[src/rtl/pwm_timer_pkg.sv]
package pwm_timer_pkg;

  typedef enum logic [1:0] {
    OM_OFF     = 2'd0,
    OM_TOGGLE  = 2'd1,
    OM_PWM     = 2'd2,
    OM_PWM_INV = 2'd3
  } out_mode_e;

  typedef enum logic {
    TOP_FROM_PER  = 1'b0,
    TOP_FROM_CMPA = 1'b1
  } top_sel_e;

  localparam int unsigned NUM_CH  = 2;
  localparam int unsigned NUM_BUF = 3;

  localparam int unsigned BUF_PER  = 0;
  localparam int unsigned BUF_CMPA = 1;
  localparam int unsigned BUF_CMPB = 2;

endpackage

[src/rtl/pwm_shadow_reg.sv]
module pwm_shadow_reg #(
  parameter int unsigned W = 16
) (
  input  logic         clk,
  input  logic         rst,
  input  logic         wr_en,
  input  logic [W-1:0] wr_data,
  input  logic         load,
  output logic [W-1:0] active
);

  logic [W-1:0] shadow_q;

  // Transfer first reads the old shadow, so a write in the wrap cycle waits a period.
  always_ff @(posedge clk) begin
    if (rst) begin
      shadow_q <= '0;
      active   <= '0;
    end else begin
      if (load)  active   <= shadow_q;
      if (wr_en) shadow_q <= wr_data;
    end
  end

  assert_load_from_shadow_R4: assert property (@(posedge clk) disable iff (rst)
    load |=> active == $past(shadow_q));

  assert_active_held_R4: assert property (@(posedge clk) disable iff (rst)
    !load |=> $stable(active));

  assert_write_reaches_shadow_R4: assert property (@(posedge clk) disable iff (rst)
    wr_en |=> shadow_q == $past(wr_data));

endmodule

[src/rtl/pwm_counter.sv]
module pwm_counter #(
  parameter int unsigned W = 16
) (
  input  logic         clk,
  input  logic         rst,
  input  logic         tick,
  input  logic [W-1:0] top,
  output logic [W-1:0] cnt,
  output logic         wrap,
  output logic         ovf
);

  localparam logic [W-1:0] ONE = {{(W-1){1'b0}}, 1'b1};

  logic at_top;

  assign at_top = (cnt == top);
  assign wrap   = tick && at_top;

  always_ff @(posedge clk) begin
    if (rst) begin
      cnt <= '0;
      ovf <= 1'b0;
    end else begin
      ovf <= wrap;
      if (wrap)      cnt <= '0;
      else if (tick) cnt <= cnt + ONE;
    end
  end

  assert_wrap_clears_R2: assert property (@(posedge clk) disable iff (rst)
    wrap |=> (cnt == '0) && ovf);

  assert_step_one_R2: assert property (@(posedge clk) disable iff (rst)
    (tick && !at_top) |=> (cnt == $past(cnt) + ONE) && !ovf);

  assert_idle_hold_R11: assert property (@(posedge clk) disable iff (rst)
    !tick |=> $stable(cnt) && !ovf);

endmodule

[src/rtl/pwm_out_chan.sv]
module pwm_out_chan
  import pwm_timer_pkg::*;
#(
  parameter int unsigned W         = 16,
  parameter bit          TOGGLE_OK = 1'b0
) (
  input  logic         clk,
  input  logic         rst,
  input  logic         tick,
  input  logic         wrap,
  input  logic [W-1:0] cnt,
  input  logic [W-1:0] cmp,
  input  out_mode_e    mode,
  input  logic         toggle_allow,
  output logic         wave
);

  logic tog_en;
  logic match;
  logic set_lvl;

  generate
    if (TOGGLE_OK) begin : g_toggle
      assign tog_en = toggle_allow;
    end else begin : g_no_toggle
      assign tog_en = 1'b0;
    end
  endgenerate

  assign match   = tick && (cnt == cmp);
  assign set_lvl = (mode == OM_PWM);

  always_ff @(posedge clk) begin
    if (rst) begin
      wave <= 1'b0;
    end else begin
      unique case (mode)
        OM_OFF: wave <= 1'b0;
        OM_TOGGLE: begin
          if (!tog_en)    wave <= 1'b0;
          else if (match) wave <= ~wave;
        end
        default: begin
          if (wrap)       wave <= set_lvl;
          else if (match) wave <= ~set_lvl;
        end
      endcase
    end
  end

  assert_off_low_R10: assert property (@(posedge clk) disable iff (rst)
    (mode == OM_OFF || (mode == OM_TOGGLE && !tog_en)) |=> !wave);

  assert_wrap_high_R5: assert property (@(posedge clk) disable iff (rst)
    (mode == OM_PWM && wrap) |=> wave);

  assert_wrap_low_R6: assert property (@(posedge clk) disable iff (rst)
    (mode == OM_PWM_INV && wrap) |=> !wave);

  assert_toggle_flip_R9: assert property (@(posedge clk) disable iff (rst)
    (mode == OM_TOGGLE && tog_en && match) |=> wave != $past(wave));

  assert_no_tick_hold_R11: assert property (@(posedge clk) disable iff (rst)
    (!tick && (mode == OM_PWM || mode == OM_PWM_INV || (mode == OM_TOGGLE && tog_en)))
      |=> $stable(wave));

endmodule

[src/rtl/pwm_timer_top.sv]
module pwm_timer_top
  import pwm_timer_pkg::*;
#(
  parameter int unsigned CNT_W = 16
) (
  input  logic             clk,
  input  logic             rst,
  input  logic             tick_en,
  input  logic             top_src,
  input  logic             per_we,
  input  logic [CNT_W-1:0] per_wdata,
  input  logic             cmpa_we,
  input  logic [CNT_W-1:0] cmpa_wdata,
  input  logic             cmpb_we,
  input  logic [CNT_W-1:0] cmpb_wdata,
  input  logic [1:0]       mode_a,
  input  logic [1:0]       mode_b,
  output logic             wave_a,
  output logic             wave_b,
  output logic             ovf_pulse
);

  logic             buf_we    [NUM_BUF];
  logic [CNT_W-1:0] buf_wdata [NUM_BUF];
  logic [CNT_W-1:0] buf_act   [NUM_BUF];

  logic [CNT_W-1:0] cnt;
  logic [CNT_W-1:0] top_val;
  logic             wrap;
  top_sel_e         top_sel;

  out_mode_e        ch_mode [NUM_CH];
  logic [CNT_W-1:0] ch_cmp  [NUM_CH];
  logic             ch_wave [NUM_CH];

  assign buf_we[BUF_PER]     = per_we;
  assign buf_we[BUF_CMPA]    = cmpa_we;
  assign buf_we[BUF_CMPB]    = cmpb_we;
  assign buf_wdata[BUF_PER]  = per_wdata;
  assign buf_wdata[BUF_CMPA] = cmpa_wdata;
  assign buf_wdata[BUF_CMPB] = cmpb_wdata;

  genvar gb;
  generate
    for (gb = 0; gb < NUM_BUF; gb++) begin : g_buf
      pwm_shadow_reg #(.W(CNT_W)) u_buf (
        .clk     (clk),
        .rst     (rst),
        .wr_en   (buf_we[gb]),
        .wr_data (buf_wdata[gb]),
        .load    (wrap),
        .active  (buf_act[gb])
      );
    end
  endgenerate

  assign top_sel = top_sel_e'(top_src);
  assign top_val = (top_sel == TOP_FROM_CMPA) ? buf_act[BUF_CMPA] : buf_act[BUF_PER];

  pwm_counter #(.W(CNT_W)) u_cnt (
    .clk  (clk),
    .rst  (rst),
    .tick (tick_en),
    .top  (top_val),
    .cnt  (cnt),
    .wrap (wrap),
    .ovf  (ovf_pulse)
  );

  assign ch_mode[0] = out_mode_e'(mode_a);
  assign ch_mode[1] = out_mode_e'(mode_b);
  assign ch_cmp[0]  = buf_act[BUF_CMPA];
  assign ch_cmp[1]  = buf_act[BUF_CMPB];

  genvar gc;
  generate
    for (gc = 0; gc < NUM_CH; gc++) begin : g_ch
      pwm_out_chan #(.W(CNT_W), .TOGGLE_OK(gc == 0)) u_ch (
        .clk          (clk),
        .rst          (rst),
        .tick         (tick_en),
        .wrap         (wrap),
        .cnt          (cnt),
        .cmp          (ch_cmp[gc]),
        .mode         (ch_mode[gc]),
        .toggle_allow (top_sel == TOP_FROM_CMPA),
        .wave         (ch_wave[gc])
      );
    end
  endgenerate

  assign wave_a = ch_wave[0];
  assign wave_b = ch_wave[1];

  assert_ovf_single_R2: assert property (@(posedge clk) disable iff (rst)
    ovf_pulse |-> cnt == '0);

  assert_top_source_R3: assert property (@(posedge clk) disable iff (rst)
    (tick_en && top_src && cnt == buf_act[BUF_CMPA]) |=> ovf_pulse);

endmodule

[config.mk]
export PLATFORM = sky130hd
export DESIGN_NAME = pwm_timer_top
export DESIGN_NICKNAME = d
export VERILOG_FILES = /design/src/rtl/pwm_timer_pkg.sv /design/src/rtl/pwm_shadow_reg.sv /design/src/rtl/pwm_counter.sv /design/src/rtl/pwm_out_chan.sv /design/src/rtl/pwm_timer_top.sv
export SDC_FILE = /design/constraint.sdc
export NUM_CORES = 1
export LEC_CHECK = 0
export CAP_MARGIN = 20
export CELL_PAD_IN_SITES_DETAIL_PLACEMENT = 2
export CELL_PAD_IN_SITES_GLOBAL_PLACEMENT = 2
export CORE_ASPECT_RATIO = 1.75
export CORE_MARGIN = 2
export CORE_UTILIZATION = 38
export CTS_CLUSTER_SIZE = 14
export DETAILED_ROUTE_END_ITERATION = 10
export PLACE_DENSITY_LB_ADDON = 0.12
export SKIP_LAST_GASP = 1
export SLEW_MARGIN = 15
export SYNTH_ARGS = -nofsm -noshare
export SYNTH_HDL_FRONTEND = slang
export SYNTH_SLANG_ARGS = --single-unit
[constraint.sdc]
create_clock -name clk -period 3.34 [get_ports clk]
set_input_delay 0.501 -clock clk [delete_from_list [all_inputs] [get_ports clk]]
set_output_delay 0.501 -clock clk [all_outputs]
set_load 0.02 [all_outputs]
Word-level counts from Yosys, hierarchy flattened --
Index checks and enable logic that the tools add are counted.
Storage, ports and cells: bits in registers 115, output and inout port bits 3, logic and storage cells 40
Operators by class: add/subtract/negate cells 1, equal/unequal tests 8, muxes and demuxes 8, bitwise operators 3, reductions and logical operators 10
Operators by type and width (count):
- == test 16 bit | 3
- adder 16 x 1 -> 16 bit, second input constant | 1
- 2-to-1 mux 16 bit | 1
- 2-to-1 mux 1 bit | 6
- == test 2 x 1 -> 1 bit, second input constant | 2
- == test 2 bit, second input constant | 2
- logical NOT 2 bit | 2
- nonzero test 4 bit | 1
- logical AND 1 bit | 3
- inequality test 3 x 2 -> 1 bit, second input constant | 1
- NOT 1 bit | 3
- OR reduction 3 bit | 1
- one-hot mux 1 bit (2 select lines) | 1
- AND reduction 2 bit | 1
- nonzero test 2 bit | 1
- OR reduction 2 bit | 1

Logic depth before layout (Yosys ltp) --
word-level depth 5, depth in mapped cells 11

Hierarchy --
A second synthesis with hierarchy kept.
Second synthesis, totals: cell total of the unflattened synthesis 497, area total of the unflattened synthesis 5267.6 µm²
By module, submodules not included:
- pwm_shadow_reg | instances 3, cells each 103, area an instance 1157.4 µm², seq. area each 640.6 µm²
- pwm_counter | instances 1, cells each 110, area an instance 1046.0 µm², seq. area each 340.3 µm²
- pwm_out_chan at g_ch[0].u_ch | instances 1, cells each 33, area an instance 262.8 µm², seq. area each 20.0 µm²
- pwm_timer_top | instances 1, cells each 18, area an instance 249.0 µm², seq. area each 0.0 µm²
- pwm_out_chan at g_ch[1].u_ch | instances 1, cells each 27, area an instance 237.7 µm², seq. area each 20.0 µm²

Least setup slack after synthesis --
OpenSTA, ideal clock, no wires.
path kind input-to-reg, start point in top_src, end point reg u_cnt.cnt[10], library setup time 117 ps, arrival time 2004 ps, slack 1218 ps, stages on the path 11, cells stage by stage buf_6 > buf_6 > mux2i_1 > xnor2_1 > nor4_2 > o2111ai_1 > buf_2 > nand2b_1 > buf_2 > buf_2 > nor2_1
Between the ends: cells in the longest elaborated chain, start to end 4
Ends and longest elaborated chain:
- from (decl) | line pwm_timer_top.sv:9 | input logic top_src,
- 2-to-1 mux 16 bit | line pwm_timer_top.sv:58 | assign top_val = (top_sel == TOP_FROM_CMPA) ? buf_act[BUF_CMPA] : buf_act[BUF_PER];
- == test 16 bit | line pwm_counter.sv:17 | assign at_top = (cnt == top);
- logical AND 1 bit | line pwm_counter.sv:18 | assign wrap = tick && at_top;
- OR reduction 2 bit (no line)
- to (signal assigned) | line pwm_counter.sv:27 | else if (tick) cnt <= cnt + ONE;
- to (decl) | line pwm_counter.sv:8 | output logic [W-1:0] cnt,
Every way passes these cells. A chain may end at the register's enable or synchronous reset.

Worst setup path in the final report --
start point in top_src, end point reg g_buf[2].u_buf.active[15]
Between the ends: cells in the longest elaborated chain, start to end 3
Ends and longest elaborated chain:
- 2-to-1 mux 16 bit | line pwm_timer_top.sv:58
- == test 16 bit | line pwm_counter.sv:17
- logical AND 1 bit | line pwm_counter.sv:18
- to (signal assigned) | line pwm_shadow_reg.sv:20 | if (load) active <= shadow_q;
- to (decl) | line pwm_shadow_reg.sv:9 | output logic [W-1:0] active
Every way passes these cells.

==> flow_summary.yaml <==
run_status:
  status: "completed"
global_route:
  grt_pass1_vias: 4294
  antenna_found_initial: 0
  grt_pass1_wl_um: 22400
  grt_usage_pct: 20.9
  grt_max_degree: 57
  gr-total-overflow: 0
cts:
  numCtsBuffers: 17
  cts_resized: 0
  post-cts-setup-buffer-count: 0
  clock_latency_ns: 0.42
  clkSinkCount: 115
  tritoncts: "built"
  clockBufferDepth: 2
  cts-root-buf: "clkbuf_16"
  clkTransAtPathRegs_ns: 0.06
  ctsHtreeMaxLevel: 4
  postCtsHoldBufs: 0
place:
  gp_congestion: 0.865
  placed_cells: 706
  place_hpwl_um: 9880
  placed_area_um2: 5670
  numPortBuffers: 61
worst_setup_path:
  endpoint: "g_buf[2].u_buf.active[15]"
  crit_buf_inv: 3
  max_stage_delay_ns: 0.84
  path_class: "input port to flip-flop"
  r2r.worst_path.cells: 7
  rr_endpoint: "g_buf[2].u_buf.active[15]"
  critPathMaxFanout: 19
  critPathTopFamily: "buffers and inverters"
  arrival_ns: 3.17
  worstPathRequired_ns: 3.62
  crit_path_top_delay_cell: "clkdlybuf4s50_1"
  critical_path_depth: 9
  r2r_slack_ns: 0.92
  crit_path_start_kind: "input port"
  crit_path_end_kind: "flip-flop"
  cp-startpoint: "top_src"
  path_cells: "clkdlybuf4s50_1 -> buf_4 -> mux2i_1 -> xnor2_1 -> nor3_1 -> o2111ai_4 -> buf_4 -> mux2i_1 -> nor2_1"
  timing.rr.start: "u_cnt.cnt[12]"
logic_synthesis:
  ys_ff_latch: 115
  avgSynthCellArea_um2: 9.78
  synth_cells: 504
  syn-cell-area_um2: 4930
  syn_nets: 564
  synth_warnings: 0
  synth_top_area_share_pct: 46.7
  synth_top_cell_by_area: "dfxtp_1"
  yosys-top-cells-area: "dfxtp_1 (47%), mux2i_1 (22%), nor2_1 (9.2%)"
  synth_seq_area_share_pct: 46.7
  synth_cell_types: 28
die:
  initial_core_util_pct: 38.5
  io_pins: 62
  die_h_um: 155
  core_area_um2: 12800
  row_count: 55
  die_x_um: 90.1
  dieArea_um2: 13900
run:
  drv_cap: 0
timing:
  drv_slew: 0
  worst_slew_pin_slew_ns: 0.975
  finalClockSkew_ns: 0.00698
  finalHoldViolCount: 0
  finalCritPeriodShare_pct: 86.3
  max_freq_ghz: 0.347
  setup_viol: 0
  tns_ns: 0
  fin_crit_ns: 2.88
  rsz0062_at_grt: "no"
  relSlewSlack_pct: 34.8
cells_and_area:
  final_area_um2: 6240
  layout_common_cells: "nor2_1 (121), dfxtp_1 (115), mux2i_1 (108), clkdlybuf4s50_1 (60), xnor2_1 (34)"
  final_cells: 738
  drive_above_1_share_pct: 8.29
  insertedDiodeCount: 0
  final_nets: 614
  area_growth_pct: 26.6
  final_common_cell: "nor2_1"
detailed_routing:
  routedWlPerCell_um: 18.8
  routed_via_density: 5.03
  drt_wl_total_um: 13900
  drc_errors: 0
  ant_nets: 0
  num_vias: 3710
  dr.first_iter.drc_count: 118
  dr.pass1.iters: 4
worst_hold_path:
  hold_path.class: "flip-flop to flip-flop"
  hp-start: "g_buf[0].u_buf.shadow_q[8]"
pwr:
  ir_drop_uv: 313
  p_leak_uw: 0.00286
  powerDensity_nw_per_um2: 611
## power breakdown
part           internal, µW  switching, µW
registers              1450           66.1
logic                   291            282
clock network          1060            666
## kinds of logic after synthesis
logic type / after synthesis / synth area share [%]
flip-flops: 115 / 46.7
adder cells (fa/ha/maj): 1 / 0.254
multiplexers: 108 / 21.9
buffers and inverters: 46 / 4.26
AND/OR/NAND/NOR: 165 / 14.6
AO/OA/AOI/OAI: 6 / 1.04
XOR/XNOR: 63 / 11.2
## metrics by stage
stage	total power, µW	hold WS (ns)	setup WS [ns]	util (%)
final	3810	0.499	0.457	48.7
after global routing	3970	0.536	0.262	48.7
after CTS	3860	0.506	0.461	48.7
after detailed placement	2120	0.489	0.0129	44.3
after global placement	2090	0.476	0.257	44.3
after floorplan	1910	0.460	1.22	-
## layout make-up
class,instances,area (µm²)
clock buffer,20,457
clock inverter,12,109
fill,1361,6560
inverter,4,15.0
multi-input combinational,343,2430
sequential,115,2300
tap,171,214
timing repair buffer,73,708
## Yosys cell counts
library cell,n
a2111oi_0,1
a211oi_1,1
a41o_1,1
and2_1,1
and3_1,5
and4_1,4
buf_1,1
buf_2,3
buf_4,5
buf_6,2
clkbuf_1,31
dfxtp_1,115
ha_1,1
inv_1,4
mux2i_1,108
nand2_1,6
nand2b_1,2
nand3_1,9
nand4_1,6
nor2_1,121
nor3_1,4
nor4_1,5
nor4_2,2
o2111a_1,1
o2111ai_1,1
o21ai_0,1
xnor2_1,34
xor2_1,29
## metal layers
layer	track usage [%]	share of wire, %
met5	0	0
met3	4.48	2.9
met1	20.9	38
met2	39.8	55
met4	11.1	3.9
## worst min-delay path by stage
stage	to	depth (start not counted)
5_1_grt	g_buf[0].u_buf.shadow_q[6]	2
3_3_place_gp	g_buf[0].u_buf.shadow_q[6]	2
4_1_cts	g_buf[0].u_buf.active[8]	2
3_5_place_dp	g_buf[1].u_buf.active[12]	2
6_report	g_buf[0].u_buf.active[8]	2
2_1_floorplan	g_buf[0].u_buf.active[0]	2
## worst min-delay path, stage by stage (launching register included)
cell     delay [ns]
dfxtp_1        0.33
mux2i_1        0.07
nor2_1         0.07
## registers in the layout (all words and copies together) (netlist names)
name / count
u_cnt.cnt: 16
g_buf.u_buf.active: 48
u_cnt.ovf: 1
g_buf.u_buf.shadow_q: 48
g_ch.u_ch.wave: 2
(Power assumes the default switching activity.)
